[src/rtl/wol_pkg.sv]
package wol_pkg;
  localparam int unsigned BYTE_W = 8;
  localparam logic [BYTE_W-1:0] SYNC_BYTE = 8'hFF;
  typedef enum logic {ST_AWAKE = 1'b0, ST_ASLEEP = 1'b1} sleep_st_e;
endpackage

[src/rtl/wol_magic_match.sv]
module wol_magic_match
  import wol_pkg::*;
#(
  parameter int unsigned SYNC_LEN    = 6,
  parameter int unsigned ADDR_BYTES  = 6,
  parameter int unsigned ADDR_COPIES = 16
) (
  input  logic                         clk,
  input  logic                         clr,
  input  logic                         beat,
  input  logic                         sof,
  input  logic                         eof,
  input  logic [BYTE_W-1:0]            data,
  input  logic [ADDR_BYTES*BYTE_W-1:0] mac,
  output logic                         frame_magic
);
  localparam int unsigned MATCH_LEN = SYNC_LEN + ADDR_BYTES * ADDR_COPIES;
  localparam int unsigned POS_W     = $clog2(MATCH_LEN);
  localparam int unsigned IDX_W     = (ADDR_BYTES > 1) ? $clog2(ADDR_BYTES) : 1;
  localparam logic [POS_W-1:0] LAST_POS = POS_W'(MATCH_LEN - 1);
  localparam logic [POS_W-1:0] SYNC_POS = POS_W'(SYNC_LEN);
  localparam logic [IDX_W-1:0] LAST_IDX = IDX_W'(ADDR_BYTES - 1);

  logic [BYTE_W-1:0] mac_b [ADDR_BYTES];
  for (genvar g = 0; g < ADDR_BYTES; g++) begin : g_mac_bytes
    assign mac_b[g] = mac[(ADDR_BYTES-1-g)*BYTE_W +: BYTE_W];
  end

  logic [POS_W-1:0] pos_q, pos_d, cur_pos;
  logic [IDX_W-1:0] idx_q, idx_d, cur_idx;
  logic             seen_q, seen_d, cur_seen;
  logic [BYTE_W-1:0] exp_byte;
  logic             in_sync, byte_hit, complete;

  // start-of-frame discards whatever the previous frame left behind
  assign cur_pos  = sof ? '0 : pos_q;
  assign cur_idx  = sof ? '0 : idx_q;
  assign cur_seen = sof ? 1'b0 : seen_q;

  assign in_sync  = cur_pos < SYNC_POS;
  assign exp_byte = in_sync ? SYNC_BYTE : mac_b[cur_idx];
  assign byte_hit = data == exp_byte;
  assign complete = byte_hit && (cur_pos == LAST_POS);
  assign frame_magic = beat && (cur_seen || complete);

  always_comb begin
    pos_d  = pos_q;
    idx_d  = idx_q;
    seen_d = seen_q;
    if (beat) begin
      seen_d = cur_seen || complete;
      if (complete) begin
        pos_d = '0;
        idx_d = '0;
      end else if (byte_hit) begin
        pos_d = cur_pos + 1'b1;
        idx_d = in_sync ? '0 : ((cur_idx == LAST_IDX) ? '0 : cur_idx + 1'b1);
      end else if (data == SYNC_BYTE) begin
        // a sync byte that breaks the address run opens a new attempt;
        // directly after the sync run it simply extends that run
        pos_d = (cur_pos == SYNC_POS) ? SYNC_POS : POS_W'(1);
        idx_d = '0;
      end else begin
        pos_d = '0;
        idx_d = '0;
      end
      if (eof) begin
        pos_d  = '0;
        idx_d  = '0;
        seen_d = 1'b0;
      end
    end
  end

  always_ff @(posedge clk) begin
    if (clr) begin
      pos_q  <= '0;
      idx_q  <= '0;
      seen_q <= 1'b0;
    end else begin
      pos_q  <= pos_d;
      idx_q  <= idx_d;
      seen_q <= seen_d;
    end
  end
endmodule

[src/rtl/wol_sleep_fsm.sv]
module wol_sleep_fsm
  import wol_pkg::*;
(
  input  logic clk,
  input  logic hw_rst_n,
  input  logic sw_rst,
  input  logic preset,
  input  logic wr_en,
  input  logic wr_data,
  input  logic wake_req,
  output logic asleep,
  output logic enable,
  output logic wake
);
  sleep_st_e st_q;
  logic      en_q, wake_q;

  always_ff @(posedge clk) begin
    if (!hw_rst_n || sw_rst) begin
      st_q   <= ST_AWAKE;
      en_q   <= preset;
      wake_q <= 1'b0;
    end else begin
      wake_q <= 1'b0;
      if (wr_en) begin
        en_q <= wr_data;
        st_q <= wr_data ? ST_ASLEEP : ST_AWAKE;
      end else if (st_q == ST_ASLEEP && wake_req) begin
        wake_q <= 1'b1;
        en_q   <= 1'b0;
        st_q   <= ST_AWAKE;
      end
    end
  end

  assign asleep = st_q == ST_ASLEEP;
  assign enable = en_q;
  assign wake   = wake_q;
endmodule

[src/rtl/wol_sleep_ctrl.sv]
module wol_sleep_ctrl
  import wol_pkg::*;
#(
  parameter int unsigned SYNC_LEN    = 6,
  parameter int unsigned ADDR_BYTES  = 6,
  parameter int unsigned ADDR_COPIES = 16
) (
  input  logic                         clk,
  input  logic                         hw_rst_n,
  input  logic                         sw_rst,
  input  logic                         cfg_wol_preset,
  input  logic                         reg_wr_en,
  input  logic                         reg_wr_data,
  input  logic [ADDR_BYTES*BYTE_W-1:0] station_mac,
  input  logic                         rx_valid,
  output logic                         rx_ready,
  input  logic [BYTE_W-1:0]            rx_data,
  input  logic                         rx_sof,
  input  logic                         rx_eof,
  input  logic                         rx_frame_good,
  output logic                         sleeping,
  output logic                         wake_pulse,
  output logic                         wol_enable
);
  logic frame_magic, wake_req, det_clr;

  assign rx_ready = 1'b1;
  assign det_clr  = !hw_rst_n || sw_rst || !sleeping;
  assign wake_req = frame_magic && rx_eof && rx_frame_good;

  wol_magic_match #(
    .SYNC_LEN(SYNC_LEN), .ADDR_BYTES(ADDR_BYTES), .ADDR_COPIES(ADDR_COPIES)
  ) u_match (
    .clk(clk), .clr(det_clr), .beat(rx_valid), .sof(rx_sof), .eof(rx_eof),
    .data(rx_data), .mac(station_mac), .frame_magic(frame_magic)
  );

  wol_sleep_fsm u_fsm (
    .clk(clk), .hw_rst_n(hw_rst_n), .sw_rst(sw_rst), .preset(cfg_wol_preset),
    .wr_en(reg_wr_en), .wr_data(reg_wr_data), .wake_req(wake_req),
    .asleep(sleeping), .enable(wol_enable), .wake(wake_pulse)
  );
endmodule

[config.mk]
export PLATFORM = sky130hd
export DESIGN_NAME = wol_sleep_ctrl
export DESIGN_NICKNAME = d
export VERILOG_FILES = /design/src/rtl/wol_pkg.sv /design/src/rtl/wol_magic_match.sv /design/src/rtl/wol_sleep_fsm.sv /design/src/rtl/wol_sleep_ctrl.sv
export SDC_FILE = /design/constraint.sdc
export NUM_CORES = 1
export LEC_CHECK = 0
export ABC_AREA = 1
export BUFFER_PORTS_ARGS = -buffer_cell sky130_fd_sc_hd__buf_2
export CAP_MARGIN = 20
export CORE_UTILIZATION = 49
export DETAILED_ROUTE_END_ITERATION = 10
export PLACE_DENSITY = 0.85
export SLEW_MARGIN = 0
export SYNTH_ARGS = -nofsm -noshare
export SYNTH_HDL_FRONTEND = slang
export SYNTH_SLANG_ARGS = --single-unit
[constraint.sdc]
create_clock -name clk -period 2.3 [get_ports clk]
set_input_delay 0.345 -clock clk [delete_from_list [all_inputs] [get_ports clk]]
set_output_delay 0.345 -clock clk [all_outputs]
set_load 0.01 [all_outputs]
# After elaboration in Yosys (flattened, before gate mapping)
# Cells that the tools add are included.
[word_totals] regBits=14 in_bits=66 out_inout_bits=4 elab_cells=53
[classes] n_addsub=2 n_lt_le_gt_ge=2 n_eq_ne=5 mux=24 n_bitwise=1 reduce_logical=13
[op_table] operator="two-way mux 7 bit" count=5
[op_table] operator="binary-select mux 8 bit (select 3 bit)" count=1
[op_table] operator="two-way mux 8 bit" count=3
[op_table] operator="two-way mux 3 bit" count=7
[op_table] operator="== test 8 bit" count=1
[op_table] operator="== test 8 bit (second input constant)" count=1
[op_table] operator="two-way mux 1 bit" count=8
[op_table] operator="adder 7 x 1 -> 7 bit (second input constant)" count=1
[op_table] operator="== test 7 x 3 -> 1 bit (second input constant)" count=1
[op_table] operator="== test 7 bit (second input constant)" count=1
[op_table] operator="less-than comparator 7 x 3 -> 1 bit (second input constant)" count=1
[op_table] operator="logical AND 1 bit" count=5
[op_table] operator="greater-or-equal comparator 4 bit (second input constant)" count=1
[op_table] operator="NOT 3 -> 4 bit" count=1
[op_table] operator="adder 3 x 1 -> 3 bit (second input constant)" count=1
[op_table] operator="== test 3 bit (second input constant)" count=1
[op_table] operator="logical OR 1 bit" count=3
[op_table] operator="nonzero test 3 bit" count=1
[op_table] operator="zero test 1 bit" count=2
[op_table] operator="nonzero test 2 bit" count=1
[op_table] operator="OR reduction 2 bit" count=1

# Depth between registers and ports, before layout
# Gate-level depths: netlist of the first run.
[depth] ltp_word=16 ltp_mapped=20 mapped_depth_nobuf=19

# By module
# Synthesis of the first run repeated with hierarchy kept, for this count alone.
[hier_totals] hier_cells=338 hier_area_um2=1783.0
[modules_own_cells] module="wol_magic_match" n_inst=1 cells_each=314 area_each_um2=1619.1 seq_area_each_um2=220.2
[modules_own_cells] module="wol_sleep_fsm" n_inst=1 cells_each=17 area_each_um2=130.1 seq_area_each_um2=70.1
[modules_own_cells] module="wol_sleep_ctrl" n_inst=1 cells_each=7 area_each_um2=33.8 seq_area_each_um2=0.0

# Worst setup path before layout of the first run
# No wires, ideal clock.
[synth_path] kind="input-to-reg" from="in rx_sof" to="reg u_fsm.en_q (netlist: u_fsm.enable) (enable)" t_arrival_ns=1.711 required_ns=2.009 slack_ns=0.297 path_stages=17 path_buffers=2 cell_sequence="buf_6 inv_4 nand2_4 buf_6 nand2_1 nand2_1 o21ai_1 inv_2 nand2_1 nand2_1 nand2_1 nand2_1 nor2_4 nand3_1 nand2_1 nand3_2 nand2_1"
[synth_between] elab_chain_cells=14 word_cells_on_any_way=18 classes_between="order compare (1); eq/ne (2); mux (7); bitwise (1); reduce/logical (7)"
[synth_lines] item="start: declaration" line="wol_sleep_ctrl.sv:18" source="input logic rx_sof,"
[synth_lines] item="two-way mux 3 bit" line="wol_magic_match.sv:37" source="assign cur_idx = sof ? '0 : idx_q;"
[synth_lines] item="NOT 3 -> 4 bit (not written as such)" line="wol_magic_match.sv:41" source="assign exp_byte = in_sync ? SYNC_BYTE : mac_b[cur_idx];"
[synth_lines] item="binary-select mux 8 bit (select 3 bit)" line="wol_magic_match.sv:41"
[synth_lines] item="two-way mux 8 bit (not written as such) (2 in a row)" line="wol_magic_match.sv:41"
[synth_lines] item="two-way mux 8 bit" line="wol_magic_match.sv:41"
[synth_lines] item="== test 8 bit" line="wol_magic_match.sv:42" source="assign byte_hit = data == exp_byte;"
[synth_lines] item="logical AND 1 bit" line="wol_magic_match.sv:43" source="assign complete = byte_hit && (cur_pos == LAST_POS);"
[synth_lines] item="logical OR 1 bit (*)" line="wol_magic_match.sv:44" source="assign frame_magic = beat && (cur_seen || complete);"
[synth_lines] item="logical AND 1 bit (*)" line="wol_magic_match.sv:44"
[synth_lines] item="logical AND 1 bit (*) (2 in a row)" line="wol_sleep_ctrl.sv:29" source="assign wake_req = frame_magic && rx_eof && rx_frame_good;"
[synth_lines] item="logical AND 1 bit (*)" line="wol_sleep_fsm.sv:28" source="end else if (st_q == ST_ASLEEP && wake_req) begin"
[synth_lines] item="nonzero test 3 bit (no source line) (*)"
[synth_lines] item="end signal: assignment" line="wol_sleep_fsm.sv:21" source="en_q <= preset;"
[synth_lines] item="end signal: assignment" line="wol_sleep_fsm.sv:26" source="en_q <= wr_data;"
[synth_lines] item="end: declaration" line="wol_sleep_fsm.sv:16" source="logic en_q, wake_q;"
# Every way passes the cells marked *; elsewhere a longest branch is shown, timed or not. The select of a mux whose other input is x is not followed.
# A chain may end at the register's enable or synchronous reset.

# Final worst setup path of the first run
[layout_path] from="reg u_match.idx_q[0]" to="reg u_fsm.en_q (netlist: u_fsm.enable) (enable)"
[layout_between] elab_chain_cells=14
[layout_lines] item="start: declaration" line="wol_magic_match.sv:30" source="logic [IDX_W-1:0] idx_q, idx_d, cur_idx;"
[layout_lines] item="start signal: assignment" line="wol_magic_match.sv:82" source="idx_q <= idx_d;"
[layout_lines] item="two-way mux 3 bit" line="wol_magic_match.sv:37"
[layout_lines] item="NOT 3 -> 4 bit (not written as such)" line="wol_magic_match.sv:41"
[layout_lines] item="binary-select mux 8 bit (select 3 bit)" line="wol_magic_match.sv:41"
[layout_lines] item="two-way mux 8 bit (not written as such) (2 in a row)" line="wol_magic_match.sv:41"
[layout_lines] item="two-way mux 8 bit" line="wol_magic_match.sv:41"
[layout_lines] item="== test 8 bit" line="wol_magic_match.sv:42"
[layout_lines] item="logical AND 1 bit" line="wol_magic_match.sv:43"
[layout_lines] item="logical OR 1 bit" line="wol_magic_match.sv:44"
[layout_lines] item="logical AND 1 bit" line="wol_magic_match.sv:44"
[layout_lines] item="logical AND 1 bit (2 in a row)" line="wol_sleep_ctrl.sv:29"
[layout_lines] item="logical AND 1 bit" line="wol_sleep_fsm.sv:28"
[layout_lines] item="nonzero test 3 bit (no source line)"
# Every way passes these cells. The select of a mux whose other input is x is not followed.

==> metrics list, run 1 <==
* Run status: completed
- The largest individual stage delay along the critical path comes from the cell sky130_fd_sc_hd__dfxtp_2.
- Die ar.: 3860 µm²
* Starting Density: 0.523
* Static Leakage: 0.00126 µW
* Final clock period utilization by the worst path: 0.905
- Setup violations remaining at the end of the flow were counted as 0.
* Final net count: 483
- Input and output buffers added on the ports amount to around 70.
- At the later pin of the worst-skew pair, clock insertion delay measures about 0.28 ns.
- Static timing analysis puts the maximum clock frequency at between 400 and 500 MHz.
- The number of hold violations in the final report came to 0.
- Relative to the synthesized area, the layout overhead comes to 25.7%.
* Rows: 21
- STA puts the critical path data arrival time at approximately 2.1 ns.
- The number of antenna violations at the first check in global routing came to 0.
* Startpoint kind of the worst setup timing path: flop
* Via-per-instance ratio: ~4.8
* Worst hold margin: about 0.27 ns
* Gate Count Post-Synth: 340
- In the layout the commonest cells are 135 x sky130_fd_sc_hd__nand2_1, 68 x sky130_fd_sc_hd__buf_2, 54 x sky130_fd_sc_hd__inv_1.
- CTS built an H-tree with a depth of 1.
- Fraction of final layout cells with drive strength greater than 1: 0.252
- From left edge to right edge, the die measures 62.2 µm.
- For this block, the initial DRC count from the detailed router was roughly 200.
- Share of async-settable or async-resettable flops after synthesis: 0
- The routed layout has 2187 vias.
- Drt wl/cell: 10.1 µm
* CP max stage delay: roughly 0.37 ns
* Max Root-Sink Buffers: 2
* Post-synth net total: a little over 400
* PwrDens: 257 nW/µm²
- Inserted Clock Buffers: 3
- The synthesized design contains 14 register bits.
- Most frequent standard cell in the layout excluding fill and tap cells: sky130_fd_sc_hd__nand2_1
- Final cell utilization of the core: 0.657
- CP required: between 2 and 2.5 ns
* Drc violations: 0
* # fillers: 340
* First-pass GRT wire length: 7930 µm
- The total area inside the core boundary comes to ~3400 µm².
- Layout Skew: 0.00167 ns
* Largest voltage drop on the vdd net: 0.299 mV
- Cell-by-cell trace of the critical path: buf_4 -> nand2_8 -> nand2_1 -> nand2_1 -> nand2_1 -> nand2_1 -> nand2_1 -> nand2_1 -> nand2_1 -> nand2_1 -> inv_1 -> nand2_1 -> nor2_4 -> nand3_1 -> nand2_2 -> nand3_2 -> nand2_1
- Place WS: ~0.022 ns
* GRT Total Usage: 0.248
- The mapped netlist covers around 1800 µm².
* Final setup margin: between 0.2 and 0.25 ns
- Counting flops with a built-in enable in the synthesized netlist gives 1.
- The max-slew violation count was 0.
* Placer Congestion: around 0.9
- Pin placement for this block handled 70 I/O pins.
* Floorplan die height: 62.2 µm
- The clock drives 14 sinks.
- Max-cap violations in this run came to 0.
- Count of antenna-violating nets left after detailed routing: 0
* Post-synthesis area per instance: around 5.2 µm²
- Overall power consumption: ~570 µW
* Overflow after GRT: 0
- The number of antenna diodes in the final layout is 0.
- Counting distinct cell types in the post-synthesis netlist gives 32.
* Detailed-placement wirelength estimate: ~3600 µm
- Entering global routing, the biggest net connects 28 pins.
* Startpoint-to-endpoint class of the critical path: reg2reg
- TritonCTS built the clock tree.
* Clock Tree Root: sky130_fd_sc_hd__clkbuf_4
* Cell type with the highest occurrence count on the critical path: sky130_fd_sc_hd__nand2_1
- Yosys synthesis warning count: 0
- Final wirelength: roughly 4600 µm
* Clock-pin slew on the worst setup and hold paths: ~0.080 ns
* Worst-path fanout max: 27
* Iteration count of the initial detailed-routing pass: 4
* Minimum period implied by the final worst setup slack: between 2 and 2.5 ns
- Path class of the lowest-slack min-delay path: in2reg
* Sum of negative setup slack: 0 ns
* Synth Flop Type: sky130_fd_sc_hd__dfxtp_1
- Crit. End Element: flop
- Of the synthesized area, sequential elements account for 0.164.
- Via count of the first global-routing pass: 1981
==> synth_stat cells (2+ instances only) <==
| cell type | number | area [µm²] |
|---|---|---|
| sky130_fd_sc_hd__ha_1 | 3 | 37.5 |
| sky130_fd_sc_hd__nand2_1 | 136 | 510 |
| sky130_fd_sc_hd__nor2_1 | 25 | 93.8 |
| sky130_fd_sc_hd__clkinv_1 | 3 | 11.3 |
| sky130_fd_sc_hd__buf_6 | 3 | 33.8 |
| sky130_fd_sc_hd__buf_4 | 3 | 22.5 |
| sky130_fd_sc_hd__nand3b_1 | 2 | 15.0 |
| sky130_fd_sc_hd__nand4_1 | 8 | 50.1 |
| sky130_fd_sc_hd__xor2_1 | 3 | 26.3 |
| sky130_fd_sc_hd__nand3_1 | 40 | 200 |
| sky130_fd_sc_hd__o21ai_0 | 2 | 10.0 |
| sky130_fd_sc_hd__nor2_4 | 4 | 45.0 |
| sky130_fd_sc_hd__xnor2_1 | 2 | 17.5 |
| sky130_fd_sc_hd__buf_2 | 3 | 15.0 |
| sky130_fd_sc_hd__nand3_2 | 2 | 20.0 |
| sky130_fd_sc_hd__inv_2 | 9 | 33.8 |
| sky130_fd_sc_hd__o21ai_1 | 3 | 15.0 |
| sky130_fd_sc_hd__inv_1 | 54 | 203 |
| sky130_fd_sc_hd__dfxtp_1 | 13 | 260 |
| sky130_fd_sc_hd__a21oi_1 | 8 | 40.0 |
| sky130_fd_sc_hd__nor3_1 | 3 | 15.0 |
==> layout make-up <==
class,instances,area [µm²],area share
clock buffers,4,36.3,0.0163
inverters,67,254,0.114
multi-input cells,250,1170,0.527
flip-flops and latches,14,292,0.131
well taps,46,57.6,0.0258
repair buffers,78,415,0.186
==> registers in the layout (all words and copies together), names as in the netlist <==
register,count
u_match.pos_q,7
u_match.idx_q,3
u_fsm.asleep,1
u_fsm.enable,1
u_fsm.wake,1
u_match.seen_q,1
==> worst max-delay path, delay by kind of cell (launching register included) <==
kind,cells,cell delay (ns)
buffers and inverters,2,0.21
AND/OR/NAND/NOR,15,1.21
flip-flops,1,0.37
==> what timing repair did <==
item                       in CTS  in global routing
setup endpoints to repair       0                 12
gates resized for setup         0                  5
hold buffers                    0                  0
buffers inserted                0                  1
==> report_power, final <==
group          switching, µW  internal (µW)  total (µW)
clock network           83.1           96.4         179
logic                   76.2           68.3         145
registers              0.695            248         248
total                    160            412         572
==> final timing paths <==
path	endpoint	slack, ns	start	cells after the start
setup / recovery	u_fsm.enable$_DFFE_PP_	0.22	u_match.idx_q[0]$_SDFFE_PP0P_	17
hold / removal	u_fsm.wake$_SDFF_PP0_	0.27	reg_wr_en	2
hold reg to reg	u_match.seen_q$_SDFFE_PP0P_	0.48	u_match.seen_q$_SDFFE_PP0P_	2
setup reg to reg	u_fsm.enable$_DFFE_PP_	0.22	u_match.idx_q[0]$_SDFFE_PP0P_	17
==> cell families after synthesis <==
kind of cell / Yosys count / share of synthesized area
fa+ha+maj: 3 / 0.0212
simple gates: 226 / 0.562
flops: 14 / 0.164
buf+inv: 77 / 0.186
compound gates: 14 / 0.0409
other cells: 1 / 0.00212
xor+xnor: 5 / 0.0247
==> per-layer routing <==
metal	GRT usage	share of wire
met1	0.297	0.45
met2	0.456	0.48
met3	0.0165	0.055
met4	0.0988	0.020
met5	0	0
==> per-stage QoR <==
stage / area, µm² / cells
5_1_grt: 2230 / 459
3_5_place_dp: 2160 / 453
4_1_cts: 2200 / 457
6_report: 2230 / 459
2_1_floorplan: 1770 / 340
3_3_place_gp: 2160 / 453
No activity file was read; power rests on OpenSTA's default activity.
==> run 2: changes to the inputs <==
--- a/config.mk
+++ b/config.mk
@@ -13,2 +13,3 @@
 export PLACE_DENSITY = 0.85
+export RECOVER_POWER = 25
 export SLEW_MARGIN = 0
--- a/constraint.sdc
+++ b/constraint.sdc
@@ -3,2 +3,2 @@
 set_output_delay 0.345 -clock clk [all_outputs]
-set_load 0.01 [all_outputs]
+set_load 0.005 [all_outputs]
==> run 2 against run 1 <==
Clock power about the same. Die area unchanged. Routed wire length about the same. Cell area about the same. Combinational power about the same. First-iteration DRC count unchanged. Register-to-register slack about the same. Via count unchanged. Critical path type unchanged. Critical endpoint unchanged.
==> metrics list, run 2 (synthesis results as in run 1) <==
- Slowest library cell on the worst path: sky130_fd_sc_hd__dfxtp_2
- On the worst path, the slowest cell contributes a delay of 0.37 ns.
- STA classifies the critical path endpoint as a flop.
* Maximum number of pins on one net before global-route repair: 28
* Placed Instances: roughly 450
* Via-per-instance ratio: roughly 4.8
- Placer Congestion: 0.896
- Final non-filler cell total: between 400 and 500
- Rows: 21
* Startpoint-to-endpoint class of the critical path: reg2reg
- CTS built an H-tree with a depth of 1.
- In this run the deepest clock path goes through 2 buffers.
- The worst setup path is launched from a flop.
- Count of antenna-violating nets left after detailed routing: 0
- Clock insertion delay at the later pin of the skew report: 0.28 ns
- Port Buffer Count: slightly below 70
* Max-slew violation count: 0
- Detailed placement finished with a half-perimeter wire length of ~3600 µm.
- Adding up every negative setup slack in the final design gives 0 ns.
- Across the run, the number of max-cap violations was 0.
- The signal on the critical path passes through buf_4 -> nand2_8 -> nand2_1 -> nand2_1 -> nand2_1 -> nand2_1 -> nand2_1 -> nand2_1 -> nand2_1 -> nand2_1 -> inv_1 -> nand2_1 -> nor2_4 -> nand3_1 -> nand2_2 -> nand3_2 -> nand2_1.
- Final cell utilization of the core: 0.657
- Overflow after GRT: 0
- The number of hold violations in the final report came to 0.
- Minimum period implied by the final worst setup slack: ~2.1 ns
* Clock Tree Root: sky130_fd_sc_hd__clkbuf_4
* Layout Skew: between 0.0015 and 0.002 ns
* Die ar.: just under 4000 µm²
- The die is approximately 62 µm tall.
- Inserted Clock Buffers: 3
- The run finished with clean final reports.
* Cell type with the highest occurrence count on the critical path: sky130_fd_sc_hd__nand2_1
- PwrDens: between 200 and 300 nW/µm²
- Path class of the lowest-slack min-delay path: in2reg
- Arrival time at the worst endpoint: 2.09 ns
- Final wirelength: ~4600 µm
* Number of flip-flops under the largest register name: 7
- In the routed design, unresolved DRC markers number 0.
* Die boundary width: ~62 µm
* Worst hold margin: 0.266 ns
- At the worst endpoint, the required time is ~2.3 ns.
* Largest registers: u_match.pos_q: 7 flops, u_match.idx_q: 3 flops
* Largest voltage drop on the vdd net: 0.299 mV
- Fraction of final layout cells with drive strength greater than 1: 0.249
* Number of antenna repair diodes: 0
- The net count of the finished layout is about 480.
- Highest achievable clock rate: between 400 and 500 MHz
- Core area: ~3400 µm²
- Of the available clock period, the critical path in the final layout requires 0.905.
- Starting DRC count in detailed routing: between 200 and 250
* Hold buffers post-CTS: 0
- The routed layout has 2187 vias.
* # fillers: 340
- Most frequent standard cell in the layout excluding fill and tap cells: sky130_fd_sc_hd__nand2_1
- Ranked by flip-flop count, first place goes to u_match.pos_q.
* IO Count: 70
- TritonCTS built the clock tree.
- The number of global-route vias before repair was 1981.
* Drt wl/cell: roughly 10 µm
- The area growth from synthesis to layout is 25.6%.
* Starting Density: 0.523
- CTS saw 14 sinks.
* Static Leakage: 0.00126 µW
- In the global route stage, overall resource usage came out at 0.248.
* Clock-pin slew on the worst setup and hold paths: 0.08 ns
- Setup violations remaining at the end of the flow were counted as 0.
- First-pass GRT wire length: 7930 µm
* Commonest cells after routing, fill and taps aside: 135 x sky130_fd_sc_hd__nand2_1, 67 x sky130_fd_sc_hd__buf_2, 54 x sky130_fd_sc_hd__inv_1
- Iteration count of the initial detailed-routing pass: 4
* Worst-path fanout max: 27
- Overall power consumption: around 570 µW
- The number of antenna violations at the first check in global routing came to 0.
-- run 2: what timing repair did --
action / CTS / global route
buffers inserted: 0 / 1
endpoints found under the hold margin: 0 / 0
gates resized for setup: 0 / 5
setup endpoints to repair: 0 / 12
-- run 2: metrics by stage --
step	area (µm²)	setup slack, ns
after detailed placement	2160	0.0225
after floorplan	1770	0.297
after CTS	2200	0.117
after global routing	2230	-0.00925
final	2230	0.218
after global placement	2160	0.0762
-- run 2: final timing paths --
kind	startpoint	to	slack, ns	cells past startpoint
worst max-delay path	u_match.idx_q[0]$_SDFFE_PP0P_	u_fsm.enable$_DFFE_PP_	0.22	17
worst min-delay path	reg_wr_en	u_fsm.wake$_SDFF_PP0_	0.27	2
worst max register to register	u_match.idx_q[0]$_SDFFE_PP0P_	u_fsm.enable$_DFFE_PP_	0.22	17
worst min register to register	u_match.seen_q$_SDFFE_PP0P_	u_match.seen_q$_SDFFE_PP0P_	0.48	2
-- run 2: report_power, final --
part	internal, µW	switching [µW]
clock	96.4	83.0
combinational	68.1	74.9
sequential	248	0.702
total	412	159
-- run 2: worst max-delay path: cells and delay by family, from the launching register on --
kind                   cells  cell delay [ns]
flip-flops                 1             0.37
AND/OR/NAND/NOR           15             1.21
buffers and inverters      2             0.21
-- run 2: routing by layer --
metal	wire length [µm]	up-vias	global-route usage
met3	258	8	0.0165
li1	-	1181	-
met4	93	0	0.0988
met5	0	-	0
met2	2210	74	0.456
met1	2080	924	0.297
-- run 2: cell type report --
type	count	area (µm²)	share of cell area
repair buffers	78	414	0.186
inverters	67	254	0.114
flip-flops and latches	14	292	0.131
multi-input cells	250	1170	0.527
clock buffers	4	36.3	0.0163
well taps	46	57.6	0.0258
==> run 3: changes to the inputs <==
Settings changed: PLACE_DENSITY 0.85 to default, PLACE_DENSITY_LB_ADDON from default to 0.08.
==> run 3 against run 2 <==
Fmax rose by 3.2%. Largest power group unchanged. Cell count up 0.65%. Routed wire length is 1.7% higher. Combinational power barely moved. Clock skew is 0.0043 ns higher. First-iteration DRC count decreased by 21%. Core utilization grew 0.44 points. Critical path type unchanged.
==> metrics list, run 3 (synthesis results as in run 1) <==
* Hold buffers post-CTS: 0
- At the end of routability-driven placement, the weighted congestion stood at between 0.8 and 0.9.
- Unrepaired setup endpoints after global routing: no
* Final hold violation count: 0
* Iteration count of the initial detailed-routing pass: 4
* Arrival time at the worst endpoint: roughly 2.2 ns
- Clock insertion delay at the later pin of the skew report: between 0.2 and 0.3 ns
* Largest voltage drop on the vdd net: 0.292 mV
- Max-slew violation count: 0
* Total via count in the routed design: between 2000 and 2500
- Rows: 21
- H-tree depth reported by CTS: 1
- Path class of the lowest-slack min-delay path: in2reg
* Max Root-Sink Buffers: 2
* Final non-filler cell total: between 400 and 500
- Starting DRC count in detailed routing: 163
- Setup violations remaining at the end of the flow were counted as 0.
- TritonCTS built the clock tree.
- The top cell types in the final layout, fill and taps aside, are 136 x sky130_fd_sc_hd__nand2_1, 68 x sky130_fd_sc_hd__buf_2, 54 x sky130_fd_sc_hd__inv_1.
- For this configuration, the core starts out at a cell density of 0.523.
- For this run, design rule violations remaining after detail routing come to 0.
* Slowest library cell on the worst path: sky130_fd_sc_hd__dfxtp_1
* Number of antenna repair diodes: 0
- Die boundary width: about 62 µm
* Startpoint kind of the worst setup timing path: flop
- Placed Instances: between 400 and 500
* Final net count: between 400 and 500
- PwrDens: 255 nW/µm²
- Sum of negative setup slack: 0 ns
* Largest Register: u_match.pos_q
- The register with the most flip-flops in the layout has 7 of them.
- Of all nets on the critical path, the largest fanout is 9.
* Layout Skew: 0.00613 ns
- The number of antenna violations at the first check in global routing came to 0.
- Maximum capacitance violations: 0
* Largest registers: u_match.pos_q: 7 flops, u_match.idx_q: 3 flops
- Highest achievable clock rate: between 400 and 500 MHz
- From synthesis to final layout, the design area changed by 26.5%.
* Clock sink count: 14
- Count of antenna-violating nets left after detailed routing: 0
- Once placement finished, the instance area stood at approximately 2200 µm².
- The number of global-route vias before repair was 2038.
- Via-per-instance ratio: between 4 and 5
- The run finished with clean final reports.
* Crit. End Element: flop
* First-pass GRT wire length: around 8000 µm
- The finished cells cover 2240 µm².
* Floorplan die height: between 60 and 70 µm
* Die ar.: roughly 3900 µm²
- The worst setup path is of the reg2reg kind.
- The region available for standard cell placement spans around 3400 µm².
- Fraction of final layout cells with drive strength greater than 1: 0.255
- CP max stage delay: about 0.36 ns
* Clock-pin slew on the worst setup and hold paths: around 0.09 ns
- 70 I/O pins were placed.
* Clock Tree Root: sky130_fd_sc_hd__clkbuf_4
* CP required: about 2.5 ns
- Overflow after GRT: 0
* Static Leakage: about 0.0013 µW
- TritonCTS created 3 clock buffers.
- Worst hold margin: around 0.25 ns
* Cell-by-cell trace of the critical path: o21ai_1 -> nand3_2 -> nand2_1 -> clkinv_1 -> nand2_1 -> nand2_1 -> nand2_1 -> nand2_1 -> nor2_4 -> buf_4 -> nand2_2 -> nand2_1 -> nand2_1 -> nor2_1 -> nor2_1 -> nor2_1
* Minimum period implied by the final worst setup slack: 2.02 ns
- After detailed routing, the total wire length is around 4700 µm.
- Dividing the final minimum period by the clock period gives 0.877.
* Maximum number of pins on one net before global-route repair: 28
* GRT Total Usage: 0.246
- During placement, the flow inserted port buffers numbering 68.
- By instance count, the cell type seen most on the critical path is sky130_fd_sc_hd__nand2_1.
* Detailed-placement wirelength estimate: 3720 µm
* Drt wl/cell: between 10 and 15 µm
- Most frequent standard cell in the layout excluding fill and tap cells: sky130_fd_sc_hd__nand2_1
- Slack of the worst reg-to-reg path: about 0.28 ns
## run 3: final timing paths
path / to / cells after the start / from
max: u_match.pos_q[2]$_SDFFE_PP0P_ / 16 / u_match.pos_q[5]$_SDFFE_PP0P_
max reg2reg: u_match.pos_q[2]$_SDFFE_PP0P_ / 16 / u_match.pos_q[5]$_SDFFE_PP0P_
min reg2reg: u_match.seen_q$_SDFFE_PP0P_ / 2 / u_match.seen_q$_SDFFE_PP0P_
min: u_fsm.wake$_SDFF_PP0_ / 2 / reg_wr_en
## run 3: where the power goes
part / total [µW] / switching, µW / internal (µW)
sequential: 248 / 0.683 / 248
clock: 179 / 82.6 / 96.4
combinational: 144 / 74.2 / 70.2
total: 572 / 157 / 414
## run 3: metal layers
metal | share of wire | vias up | GRT usage
met5 | 0 | - | 0
met4 | 0.034 | 0 | 0.113
met3 | 0.063 | 21 | 0.0202
met2 | 0.48 | 80 | 0.467
met1 | 0.42 | 921 | 0.273
li1 | - | 1190 | -
## run 3: worst max-delay path: cells and delay by family (launching register included)
family | cells | cell delay (ns)
AOI/OAI and AO/OA | 1 | 0.21
buffers and inverters | 2 | 0.21
DFF | 1 | 0.36
and+or+nand+nor | 13 | 1.15
## run 3: cell type report
| class | count | area [µm²] |
|---|---|---|
| clock buffers | 4 | 36.3 |
| flip-flops and latches | 14 | 292 |
| well taps | 46 | 57.6 |
| inverters | 67 | 254 |
| repair buffers | 81 | 438 |
| multi-input cells | 250 | 1160 |
| fillers | 363 | 1150 |
## run 3: stage by stage
| step | utilization | worst slack, ns | total power, µW |
|---|---|---|---|
| after floorplan | - | 0.297 | 322 |
| after global placement | 0.645 | 0.121 | 397 |
| after detailed placement | 0.645 | 0.112 | 396 |
| after CTS | 0.656 | 0.140 | 578 |
| after global routing | 0.661 | 0.00750 | 609 |
| final | 0.661 | 0.283 | 572 |
## run 3: timing repair
| action | CTS | global route |
|---|---|---|
| resized for setup | 0 | 2 |
| endpoints found under the setup margin | 0 | 12 |
| buffers inserted | 0 | 1 |
